===== config.mk =====
export PLATFORM = sky130hd
export DESIGN_NAME = dds_cmd_seq
export DESIGN_NICKNAME = d
export VERILOG_FILES = /design/src/rtl/dds_cmd_seq.sv
export SDC_FILE = /design/constraint.sdc
export NUM_CORES = 1
export LEC_CHECK = 0
export BUFFER_PORTS_ARGS = -buffer_cell sky130_fd_sc_hd__buf_2
export CAP_MARGIN = 20
export CORE_UTILIZATION = 59
export DETAILED_ROUTE_END_ITERATION = 12
export GPL_TIMING_DRIVEN = 0
export PLACE_DENSITY = 0.87
export SYNTH_ARGS = -nofsm -noshare
export SYNTH_HDL_FRONTEND = slang
export SYNTH_SLANG_ARGS = --single-unit
export TNS_END_PERCENT = 30

===== constraint.sdc =====
create_clock -name clk -period 2.65 [get_ports clk]
set_clock_uncertainty 0.2 [all_clocks]
set_input_delay 0.3975 -clock clk [delete_from_list [all_inputs] [get_ports clk]]
set_output_delay 0.3975 -clock clk [all_outputs]
set_load 0.1 [all_outputs]

===== src/rtl/dds_cmd_seq.sv =====
module dds_cmd_seq #(
  parameter int CLK_HALF = 2
) (
  input  logic        clk,
  input  logic        rst_n,
  input  logic        cmd_valid,
  input  logic [2:0]  cmd_op,
  input  logic        cmd_sel,
  input  logic [27:0] cmd_data,
  output logic        ready,
  output logic        spi_sclk,
  output logic        spi_mosi,
  output logic        spi_cs_n
);

  localparam int CW = $clog2(2*CLK_HALF + 1);
  localparam logic [CW-1:0] HLIM = CW'(CLK_HALF - 1);
  localparam logic [CW-1:0] GLIM = CW'(2*CLK_HALF - 1);

  localparam logic [2:0] OP_INIT  = 3'd0;
  localparam logic [2:0] OP_FREQ  = 3'd1;
  localparam logic [2:0] OP_PHASE = 3'd2;
  localparam logic [2:0] OP_FSEL  = 3'd3;
  localparam logic [2:0] OP_PSEL  = 3'd4;
  localparam logic [2:0] OP_SIGN  = 3'd5;
  localparam logic [2:0] OP_WAVE  = 3'd6;
  localparam logic [2:0] OP_RSVD  = 3'd7;

  localparam logic [15:0] B_RST  = 16'h0100;
  localparam logic [15:0] B_FSEL = 16'h0800;
  localparam logic [15:0] B_PSEL = 16'h0400;
  localparam logic [15:0] B_TRI  = 16'h0002;
  localparam logic [15:0] M_SIGN = 16'h003A;
  localparam logic [15:0] W_ARM  = 16'h2000;

  typedef enum logic [2:0] {S_IDLE, S_LOAD, S_LEAD, S_LO, S_HI, S_TAIL, S_GAP} st_t;

  st_t st;
  logic [CW-1:0] dcnt;
  logic [4:0]  nbit;
  logic [3:0]  widx, nwords;
  logic [15:0] shreg, shadow, sh_nx, word, sign_code;
  logic [15:0] fpfx, ppfx;
  logic [2:0]  op_q;
  logic        sel_q;
  logic [27:0] dat_q;
  logic        accept, tick;

  assign ready    = (st == S_IDLE);
  assign accept   = ready & cmd_valid & (cmd_op != OP_RSVD);
  assign tick     = (dcnt == ((st == S_GAP) ? GLIM : HLIM));
  assign spi_cs_n = !(st == S_LEAD || st == S_LO || st == S_HI || st == S_TAIL);
  assign spi_sclk = (st != S_LO);
  assign spi_mosi = !spi_cs_n & shreg[15];
  assign fpfx     = sel_q ? 16'h8000 : 16'h4000;
  assign ppfx     = sel_q ? 16'hE000 : 16'hC000;

  always_comb begin
    case (cmd_data[1:0])
      2'd1:    sign_code = 16'h0028;
      2'd2:    sign_code = 16'h0020;
      2'd3:    sign_code = 16'h0038;
      default: sign_code = 16'h0000;
    endcase
  end

  always_comb begin
    sh_nx = shadow;
    case (cmd_op)
      OP_INIT: sh_nx = shadow & ~B_RST;
      OP_FSEL: sh_nx = cmd_sel ? (shadow | B_FSEL) : (shadow & ~B_FSEL);
      OP_PSEL: sh_nx = cmd_sel ? (shadow | B_PSEL) : (shadow & ~B_PSEL);
      OP_SIGN: sh_nx = (shadow & ~M_SIGN) | sign_code;
      OP_WAVE: sh_nx = cmd_sel ? ((shadow & ~M_SIGN) | B_TRI) : (shadow & ~B_TRI);
      default: sh_nx = shadow;
    endcase
  end

  always_comb begin
    case (op_q)
      OP_INIT:  nwords = 4'd11;
      OP_FREQ:  nwords = 4'd3;
      default:  nwords = 4'd1;
    endcase
  end

  always_comb begin
    case (op_q)
      OP_FREQ: begin
        case (widx)
          4'd0:    word = W_ARM;
          4'd1:    word = fpfx | {2'b00, dat_q[13:0]};
          default: word = fpfx | {2'b00, dat_q[27:14]};
        endcase
      end
      OP_PHASE: word = ppfx | {4'h0, dat_q[11:0]};
      OP_INIT: begin
        case (widx)
          4'd0, 4'd1: word = shadow | B_RST;
          4'd2, 4'd5: word = W_ARM;
          4'd3, 4'd4: word = 16'h4000;
          4'd6, 4'd7: word = 16'h8000;
          4'd8:       word = 16'hC000;
          4'd9:       word = 16'hE000;
          default:    word = shadow;
        endcase
      end
      default: word = shadow;
    endcase
  end

  always_ff @(posedge clk or negedge rst_n) begin
    if (!rst_n) begin
      st     <= S_IDLE;
      dcnt   <= '0;
      nbit   <= '0;
      widx   <= '0;
      shreg  <= '0;
      shadow <= '0;
      op_q   <= '0;
      sel_q  <= 1'b0;
      dat_q  <= '0;
    end else begin
      dcnt <= (st == S_IDLE || st == S_LOAD || tick) ? '0 : dcnt + 1'b1;
      case (st)
        S_IDLE: if (accept) begin
          op_q   <= cmd_op;
          sel_q  <= cmd_sel;
          dat_q  <= cmd_data;
          shadow <= sh_nx;
          widx   <= '0;
          st     <= S_LOAD;
        end
        S_LOAD: begin
          if (widx == nwords) st <= S_IDLE;
          else begin
            shreg <= word;
            nbit  <= '0;
            st    <= S_LEAD;
          end
        end
        S_LEAD: if (tick) st <= S_LO;
        S_LO: if (tick) begin
          shreg <= {shreg[14:0], 1'b0};
          nbit  <= nbit + 5'd1;
          st    <= S_HI;
        end
        S_HI: if (tick) st <= (nbit == 5'd16) ? S_TAIL : S_LO;
        S_TAIL: if (tick) begin
          widx <= widx + 4'd1;
          st   <= S_GAP;
        end
        S_GAP: if (tick) st <= S_LOAD;
        default: st <= S_IDLE;
      endcase
    end
  end

endmodule


==> results of run 1 <==
-- cells in the final DEF (no fill, tap or decap), types with 2 or more instances in the layout --
master and n:
a211oi_1 3, a21oi_1 16, a222oi_1 10, a22o_1 3, a31oi_1 10, buf_2 47, buf_4 2, buf_6 2
clkbuf_1 11, clkbuf_8 10, clkinv_2 3, dfrtp_1 69, ha_1 6, ha_2 2, inv_1 14, mux2_2 5
nand2_1 124, nand2b_1 4, nand3_1 3, nand3b_1 3, nand4_1 3, nor2_1 20, nor2b_1 3, nor3_1 5
nor3b_1 3, nor4_1 2, o211ai_1 2, o21ai_0 7, o21ai_1 10, o22ai_1 2, xnor2_1 4, xor2_1 3
-- per-layer routing --
layer | GRT usage [%] | vias to the layer above | wire length (µm)
met5 | 0 | - | 0
met4 | 16.1 | 0 | 210
met3 | 5.37 | 24 | 537
met2 | 47.7 | 136 | 4240
met1 | 39.4 | 1481 | 3660
li1 | - | 1470 | -
-- power breakdown --
part / switching, mW / leakage, nW / internal (mW)
sequential: 0 / 0.918 / 1.05
clock: 0.404 / 0.0901 / 0.363
combinational: 0.0361 / 0.994 / 0.0220
total: 0.440 / 2.00 / 1.44
-- metrics by stage --
stage / power [mW] / TNS (ns) / util (%) / instance area [µm²] / hold slack, ns
6_report: 1.88 / 0 / 69.5 / 4090 / 0.0349
5_1_grt: 1.93 / 0 / 69.5 / 4090 / 0.0338
4_1_cts: 1.88 / 0 / 69.2 / 4080 / 0.0196
3_5_place_dp: 1.13 / -0.0595 / 66.0 / 3890 / 0.262
3_3_place_gp: 1.13 / -0.00697 / 66.0 / 3880 / 0.260
2_1_floorplan: 1.08 / 0 / - / 3600 / -0.0981
-- cell type report --
class,instances,area (µm²),area share (%)
Clock inverter,4,23.8,0.582
Tap cell,75,93.8,2.30
Multi-Input combinational cell,288,1730,42.3
Buffer,22,111,2.72
Timing Repair Buffer,39,205,5.02
Clock buffer,12,145,3.55
Sequential cell,69,1730,42.2
Inverter,14,52.6,1.29
-- cells in the mapped netlist (all sizes together) (2+ instances only) --
| cell type | instances |
|---|---|
| o22ai | 2 |
| nor4 | 2 |
| o21ai | 17 |
| nor2b | 3 |
| nand3 | 3 |
| o31ai | 2 |
| nor3 | 6 |
| clkbuf | 9 |
| inv | 14 |
| a21oi | 16 |
| mux2 | 5 |
| a222oi | 10 |
| nor3b | 3 |
| nand4 | 3 |
| nand2b | 4 |
| xnor2 | 4 |
| buf | 13 |
| o2111ai | 2 |
| xor2 | 3 |
| nand3b | 3 |
| nand2 | 124 |
| nor4b | 2 |
| or3b | 2 |
| a211oi | 3 |
| dfrtp | 69 |
| o211ai | 2 |
| a22o | 3 |
| nor2 | 21 |
| ha | 8 |
| a31oi | 10 |
-- cells by family (layout without fill, tap and decap cells) --
group	Yosys count	after routing	share of synthesized area, %
and+or+nand+nor	184	184	23.2
xor gates and xnor gates	7	7	1.71
AOI/OAI and AO/OA	82	82	17.6
DFF	69	69	48.1
muxes	6	6	1.85
buffers and inverters	36	91	4.53
adders and majority gates	9	9	3.06
-- final timing paths --
path	startpoint	to	depth (start not counted)
min in group asynchronous	rst_n	widx[0]	2
hold reg to reg	dat_q[1]	dat_q[1]	2
setup / recovery	st[1]	spi_mosi	5
max in group asynchronous	rst_n	op_q[2]	2
setup reg to reg	widx[0]	shreg[4]	9
hold / removal	cmd_data[3]	dat_q[3]	3
-- registers in the layout, summed over array words and instances, names as in the netlist --
| signal | count |
|---|---|
| widx | 4 |
| nbit | 5 |
| op_q | 3 |
| dcnt | 3 |
| dat_q | 28 |
| shreg | 16 |
| shadow | 6 |
| st | 3 |
| sel_q | 1 |
-- what timing repair did --
action	4_1_cts	5_1_grt
gates cloned	0	0
endpoints found under the setup margin	8	6
resized for setup	2	2
hold endpoints to repair	47	0
setup buffers	0	1
hold buffers	1	0
-- worst reg2reg max path: cells and delay by family (launching register included) --
kind                       cells  cell delay [ns]
AOI/OAI and AO/OA              3             0.64
buffers and inverters          3             0.58
DFF                            1             0.45
and+or+nand+nor                2             0.28
adders and majority gates      1             0.25
==> impl_metrics.csv, run 1 <==
group,metric,value,unit
floorplan,floorplan.initialDensity,61.1,%
cells_and_area,fillerInstances,470,
synth,ys_async_sr_fraction,100,%
cells_and_area,area_growth,13.8,%
place,numPortBuffers,37,
clock_tree,root_buffer,"clkbuf_8",
pwr,p_leak,2.00,nW
synth,syn-num-nets,436,
global_route,grt.overflow.total,0,
timing,period_needed,2.56,ns
synth,ys.flop_type,"dfrtp_1",
setup_path,crit_path_end_kind,"output pin",
detailed_routing,via_per_inst,5.95,
global_route,grt_pass1_vias,3010,
detailed_routing,drc,0,
setup_path,path_class,"reg -> out",
cells_and_area,antenna_cells,0,
pwr,vdd_drop_max,0.000360,V
synth,syn_area_per_cell,9.14,µm²
global_route,grt_pass1_wl,14100,µm
synth,syn_inst,393,
detailed_routing,routedWlPerCell,16.5,µm
floorplan,die-area,0.00641,mm²
setup_path,required,2.05,ns
setup_path,path_cells,"buf_2 -> inv_1 -> ha_1 -> and2_1 -> buf_2",
pwr,power.density,459,mW/mm²
synth,synthTopCellsByArea,"dfrtp_1 (48%), nand2_1 (13%), a222oi_1 (2.8%), ha_1 (2.8%), a21oi_1 (2.2%)",
detailed_routing,drt_iter0_drc,299,
setup_path,crit_buf_inv,3,
synth,yosys.area.top_type,"dfrtp_1",
clock_tree,cts.sinks,69,
status,status,"finished clean",
global_route,grt_use_total,30.1,%
floorplan,die_h,80.0,µm
floorplan,core,0.00589,mm²
setup_path,r2r_slack,0.11,ns
clock_tree,clock_latency,0.35,ns
setup_path,slowest_delay,0.42,ns
detailed_routing,ant_nets,0,
min_path,hp-class,"in -> reg",
timing,rsz0062_at_grt,"false",
detailed_routing,drtPass1Iterations,8,
timing,period_share,96.7,%
place,dp_cells,505,
synth,syn_area,0.00359,mm²
synth,synth_seq_area_share,48.1,%
place,gp_congestion,0.883,
clock_tree,clk_pin_slew,0.07,ns
cells_and_area,final_nets,486,
detailed_routing,routed_wl,8650,µm
place,post-place-ws,-0.0267,ns
timing,slew_headroom,33.9,%
clock_tree,numCtsBuffers,9,
place,dp_hpwl,6100,µm
synth,ys_warn_count,0,
synth,yosysUniqueCellTypes,63,
timing,setup_viol,0,
run,maxCapViolations,0,
clock_tree,clock_path_buffers,2,
timing,hold_viol,0,
global_route,grt_antenna_before_repair,0,
timing,tightest_slew,0.977,ns
setup_path,cp_top_family,"buffers and inverters",
setup_path,crit_arrival,1.96,ns
setup_path,start_kind,"flip-flop",
timing,fmax,0.390,GHz
clock_tree,cts_tree,"built",
synth,synth_enable_flop_cells,0,
setup_path,cp_common_cell,"buf_2",
clock_tree,htreeDepth,3,
synth,synth_seq_cells,69,
timing,fin_ws,0.0887,ns
setup_path,cp_max_fo,10,
setup_path,cp_slowest_cell,"dfrtp_1",
detailed_routing,num_vias,3111,
cells_and_area,fin_cells,523,
cells_and_area,layout-drive-gt1-share,18.8,%
timing,final_max_slew_viol_count,0,
synth,synth_top_area_share,48.1,%
global_route,grt_max_degree,70,
floorplan,rows,28,
floorplan,ios,39,
floorplan,die_x,80.0,µm
Power figures use the tool's default switching activity.
==> run 2: changes to the inputs <==
--- a/config.mk
+++ b/config.mk
@@ -8,8 +8,10 @@
 export BUFFER_PORTS_ARGS = -buffer_cell sky130_fd_sc_hd__buf_2
 export CAP_MARGIN = 20
 export CORE_UTILIZATION = 59
+export CTS_CLUSTER_DIAMETER = 60
 export DETAILED_ROUTE_END_ITERATION = 12
 export GPL_TIMING_DRIVEN = 0
+export MAX_ROUTING_LAYER = met4
 export PLACE_DENSITY = 0.87
 export SYNTH_ARGS = -nofsm -noshare
 export SYNTH_HDL_FRONTEND = slang
==> run 2 against run 1 <==
  * First-iteration DRC count fell by 13%
  * Sequential power barely moved
  * Worst setup slack improved by 0.025 ns
  * Global-route usage is 1.6 points higher
  * Worst hold slack worse by 0.0051 ns
  * Design area up 1.1%
  * Critical path depth rose by 4
  * Via count increased by 0.93%
  * Combinational power barely moved
  * Sequential cell count did not move
==> impl_metrics.csv, run 2 (synthesis results as in run 1) <==
group,metric,value,unit
timing,setup_viol,0,
detailed_routing,drc,0,
pwr,vdd_drop_max,0.000445,V
timing,period_share,95.7,%
floorplan,ios,39,
detailed_routing,via_per_inst,6.00,
clock_tree,numCtsBuffers,9,
setup_path,path_class,"reg -> reg",
timing,final_max_slew_viol_count,0,
status,status,"finished clean",
clock_tree,clock_latency,0.35,ns
global_route,grt_antenna_before_repair,0,
detailed_routing,routed_wl,8950,µm
cells_and_area,layout_common_cells,"nand2_1 (124), dfrtp_1 (69), buf_2 (46)",
place,numPortBuffers,37,
min_path,hp-class,"in -> reg",
global_route,grt_pass1_wl,14500,µm
clock_tree,clk_pin_slew,0.08,ns
clock_tree,clock_path_buffers,2,
clock_tree,htreeDepth,3,
detailed_routing,num_vias,3140,
cells_and_area,reg_top3,"dat_q: 28 flops, shreg: 16 flops, shadow: 6 flops",
place,dpl_cell_area,0.00389,mm²
global_route,grt_use_total,31.7,%
detailed_routing,ant_nets,0,
timing,fmax,0.394,GHz
cells_and_area,layout_commonest_cell,"nand2_1",
pwr,power.density,487,mW/mm²
timing,hold_ws,0.0297,ns
cells_and_area,antenna_cells,0,
place,post-place-ws,-0.0436,ns
setup_path,r2r_slack,0.11,ns
detailed_routing,drt_iter0_drc,259,
place,gp_congestion,0.893,
global_route,grt_max_degree,70,
clock_tree,root_buffer,"clkbuf_8",
setup_path,crit_arrival,2.60,ns
detailed_routing,routedWlPerCell,17.1,µm
floorplan,core,0.00589,mm²
timing,slew_headroom,34.0,%
cells_and_area,design_area,0.00413,mm²
global_route,grt_pass1_vias,3023,
clock_tree,cts_tree,"built",
setup_path,crit_path_end_kind,"flip-flop",
setup_path,required,2.72,ns
cells_and_area,layout-drive-gt1-share,19.4,%
timing,hold_viol,0,
cells_and_area,final_nets,486,
timing,rsz0062_at_grt,"false",
cells_and_area,largest-register,"dat_q",
floorplan,die_x,80.0,µm
pwr,p_leak,2.02,nW
place,dp_hpwl,6120,µm
run,maxCapViolations,0,
global_route,grt.overflow.total,0,
setup_path,cp_max_fo,10,
timing,fin_ws,0.114,ns
floorplan,die_h,80.0,µm
floorplan,die-area,0.00641,mm²
detailed_routing,drtPass1Iterations,7,
timing,period_needed,2.54,ns
setup_path,start_kind,"flip-flop",
cells_and_area,area_growth,15.0,%
timing,tightest_slew,0.977,ns
floorplan,floorplan.initialDensity,61.1,%
cells_and_area,largest_reg_flops,28,
clock_tree,cts.sinks,69,
floorplan,rows,28,
## run 2: cell count changes in the layout (fill, tap and decap cells not counted)
cell	change
clkbuf_1	-3
clkbuf_4	+1
clkbuf_8	+1
bufinv_16	+1
buf_2	-1
clkinv_2	-2
clkbuf_2	+1
clkinvlp_4	+2
## run 2: power by group
part           internal, mW  leakage, nW  switching (mW)
logic                0.0220        0.997          0.0362
registers              1.05        0.918               0
clock network         0.486        0.102           0.418
## run 2: critical path: stages, from the launching register on
cell and delay [ns]:
dfrtp_1 0.45, inv_1 0.11, ha_2 0.24, or2_1 0.21
clkbuf_2 0.15, a21oi_1 0.29, nor2b_1 0.19, buf_2 0.27
a222oi_1 0.14, a31oi_1 0.19
## run 2: worst paths after layout
| path | start | end | cells after the start |
|---|---|---|---|
| worst max-delay path | widx[0] | shreg[3] | 9 |
| worst min-delay path | cmd_data[24] | dat_q[24] | 3 |
| worst max register to register | widx[0] | shreg[3] | 9 |
| worst min register to register | dat_q[1] | dat_q[1] | 2 |
| max in group asynchronous | rst_n | shadow[11] | 2 |
| min in group asynchronous | rst_n | widx[2] | 2 |
## run 2: what timing repair did
item,4_1_cts,5_1_grt
setup endpoints to repair,8,10
pin swaps,0,0
endpoints found under the hold margin,13,0
setup buffers,0,1
resized for setup,2,4
hold buffers,1,0
## run 2: final cells by class
| type | count | area, µm² |
|---|---|---|
| repair buffers | 39 | 208 |
| multi-input cells | 288 | 1730 |
| flip-flops and latches | 69 | 1730 |
| clock buffers | 11 | 151 |
| inverters | 14 | 52.6 |
| plain buffers | 22 | 113 |
| well taps | 75 | 93.8 |
| fillers | 455 | 1750 |
| clock inverters | 5 | 58.8 |
## run 2: per-layer routing
layer | track usage [%] | up-vias | routed length [µm]
met5 | - | - | 0
met4 | 15.0 | 0 | 214
met3 | 6.51 | 21 | 615
met2 | 49.6 | 151 | 4350
met1 | 39.6 | 1504 | 3770
li1 | - | 1464 | -
## run 2: through the flow
stage	std cells	total power [mW]	util (%)	TNS, ns
2_1_floorplan	393	1.08	-	0
3_3_place_gp	505	1.13	66.0	-0.00809
5_1_grt	523	2.06	70.2	0
4_1_cts	522	2.02	69.9	0
6_report	523	2.01	70.2	0
3_5_place_dp	505	1.13	66.0	-0.178
==> run 3: changes to the inputs <==
--- a/config.mk
+++ b/config.mk
@@ -5,8 +5,10 @@
 export SDC_FILE = /design/constraint.sdc
 export NUM_CORES = 1
 export LEC_CHECK = 0
+export ABC_AREA = 1
 export BUFFER_PORTS_ARGS = -buffer_cell sky130_fd_sc_hd__buf_2
 export CAP_MARGIN = 20
+export CORE_ASPECT_RATIO = 1.4
 export CORE_UTILIZATION = 59
 export CTS_CLUSTER_DIAMETER = 60
 export DETAILED_ROUTE_END_ITERATION = 12
==> run 3 against run 2 <==
  * Utilization is 1.8 points lower
  * Maximum frequency decreased by 0.82%
  * Highest routed layer unchanged
  * Design area rose by 2.8%
  * Largest power group is now combinational logic
  * Non-clock buffer count is 6 lower
  * Largest cell class unchanged
==> impl_metrics.csv, run 3 <==
group,metric,value,unit
timing,setup_viol,0,
synth,synth_enable_flop_cells,0,
pwr,finalPower,4.72,mW
setup_path,cp_slowest_cell,"clkbuf_1",
synth,synth_seq_area_share,45.5,%
synth,synth_seq_cells,69,
floorplan,core,0.00621,mm²
detailed_routing,drtPass1Iterations,4,
detailed_routing,ant_nets,0,
detailed_routing,wl_met3,387,µm
detailed_routing,num_vias,3494,
cells_and_area,layout_common_cells,"nand2_1 (240), dfrtp_1 (69), inv_1 (52)",
timing,rsz0062_at_grt,"false",
clock_tree,post-cts-setup-buffer-count,0,
cells_and_area,fillerInstances,514,
timing,fin_ws,0.0926,ns
place,gp_congestion,0.873,
timing,period_share,96.5,%
detailed_routing,dr_wl_met2,4430,µm
timing,fmax,0.391,GHz
synth,synthTopCellsByArea,"dfrtp_1 (45%), nand2_1 (24%), nand3_1 (5.1%), inv_1 (5.1%), o21ai_0 (4.5%)",
global_route,grt_max_degree,70,
synth,synth.most_common_cell,"nand2_1",
synth,syn_area_per_cell,7.08,µm²
detailed_routing,drt-met1-wl,3630,µm
synth,syn-num-nets,579,
cells_and_area,regArea,0.00173,mm²
clock_tree,root_buffer,"clkbuf_8",
pwr,vdd_drop_max,0.000532,V
synth,synth_top_area_share,45.5,%
cells_and_area,multi_input_area,0.00177,mm²
setup_path,path_cells,"buf_2 -> nand2_1 -> nor2_2 -> inv_2 -> clkbuf_1 -> buf_4",
floorplan,floorplan.initialDensity,61.1,%
global_route,grt_pass1_vias,3345,
detailed_routing,routed_wl,8790,µm
setup_path,slowest_delay,0.42,ns
clock_tree,clock_path_buffers,2,
clock_tree,cts_tree,"built",
synth,ys.flop_type,"dfrtp_1",
clock_tree,numCtsBuffers,9,
timing,tightest_slew,0.860,ns
synth,yosysUniqueCellTypes,29,
floorplan,ios,39,
detailed_routing,drt_iter0_drc,222,
timing,period_needed,2.56,ns
clock_tree,htreeDepth,3,
cells_and_area,final_nets,629,
setup_path,required,2.05,ns
detailed_routing,top_layer,"met4",
global_route,grt_pass1_wl,15000,µm
cells_and_area,largest-register,"dat_q",
synth,ys_warn_count,0,
place,dp_hpwl,6340,µm
synth,ys_async_sr_fraction,100,%
pwr,power.density,1110,mW/mm²
synth,yosys.area.top_type,"dfrtp_1",
floorplan,die_h,96.9,µm
min_path,hp-class,"in -> reg",
clock_tree,cts.sinks,69,
cells_and_area,area_growth,12.0,%
detailed_routing,drc,0,
timing,final_max_slew_viol_count,0,
setup_path,start_kind,"flip-flop",
setup_path,cp_max_fo,10,
place,post-place-ws,0.385,ns
clock_tree,clock_latency,0.35,ns
timing,tns,0,ns
cells_and_area,largest_reg_flops,28,
detailed_routing,via_per_inst,5.28,
setup_path,rr_worst_depth,10,
floorplan,die-area,0.00676,mm²
timing,hold_viol,0,
place,numPortBuffers,38,
synth,synth_common_cells,"nand2_1 (240), dfrtp_1 (69), inv_1 (52), nor2_1 (43), nand3_1 (39)",
floorplan,rows,34,
setup_path,crit_arrival,1.96,ns
min_path,hold_depth,3,
global_route,grt_antenna_before_repair,0,
cells_and_area,layout-drive-gt1-share,12.4,%
detailed_routing,routedWlPerCell,13.3,µm
run,maxCapViolations,0,
cells_and_area,reg_top3,"dat_q: 28 flops, shreg: 16 flops, shadow: 6 flops",
global_route,grt.overflow.total,0,
setup_path,crit_path_end_kind,"output pin",
floorplan,die_x,69.8,µm
pwr,p_leak,2.35,nW
synth,syn_area,0.00379,mm²
status,status,"finished clean",
synth,syn_inst,536,
timing,slew_headroom,42.7,%
clock_tree,clk_pin_slew,0.07,ns
global_route,grt_use_total,29.0,%
cells_and_area,antenna_cells,0,
cells_and_area,layout_commonest_cell,"nand2_1",
setup_path,path_class,"reg -> out",
==> run 3: cell families after synthesis <==
family                   count (synthesis)  share of synthesized area (%)
adder cells (fa/ha/maj)                  8                           2.64
flip-flops                              69                           45.5
XOR/XNOR                                 6                           1.38
AO/OA/AOI/OAI                           46                           6.92
AND/OR/NAND/NOR                        334                           35.8
buffers and inverters                   73                           7.78
==> run 3: final timing paths <==
check / startpoint / to / slack, ns
min in group asynchronous: rst_n / dcnt[1] / 0.50
worst min-delay path: cmd_data[13] / dat_q[13] / 0.05
worst max-delay path: st[1] / spi_sclk / 0.09
max in group asynchronous: rst_n / dat_q[2] / 1.19
worst min register to register: dat_q[16] / dat_q[16] / 0.28
worst max register to register: widx[0] / shreg[11] / 0.40
==> run 3: layer usage <==
layer	vias up	track usage [%]
li1	1753	-
met5	-	-
met1	1629	33.3
met3	25	4.58
met2	87	47.6
met4	0	16.9
==> run 3: critical path: cells and delay by family (launching register included) <==
family / cells / cell delay, ns
buffers and inverters: 4 / 1.07
flip-flops: 1 / 0.36
AND/OR/NAND/NOR: 2 / 0.16
==> run 3: metrics by stage <==
stage	instance area, µm²	hold slack, ns	instances	util, %
after floorplan	3790	-0.0981	536	-
after global placement	4080	0.254	646	65.6
after detailed placement	4080	0.261	646	65.7
after CTS	4250	0.0381	662	68.4
after global routing	4250	0.0499	662	68.4
final	4250	0.0465	662	68.4
==> run 3: layout make-up <==
type	count	area share (%)
multi-input combinational	394	41.7
sequential	69	40.6
inverter	57	5.04
timing repair buffer	39	4.83
clock buffer	13	3.50
tap	72	2.12
buffer	16	1.91
clock inverter	2	0.236
==> run 3: timing repair <==
item / 4_1_cts / 5_1_grt
hold buffers: 1 / 0
hold endpoints to repair: 39 / 0
resized for setup: 1 / 0
setup endpoints to repair: 1 / 0
==> run 3: power breakdown <==
part           switching, mW  total [mW]  internal, mW
sequential             0.249        1.72          1.47
combinational           1.60        2.26         0.666
clock                  0.378       0.736         0.358
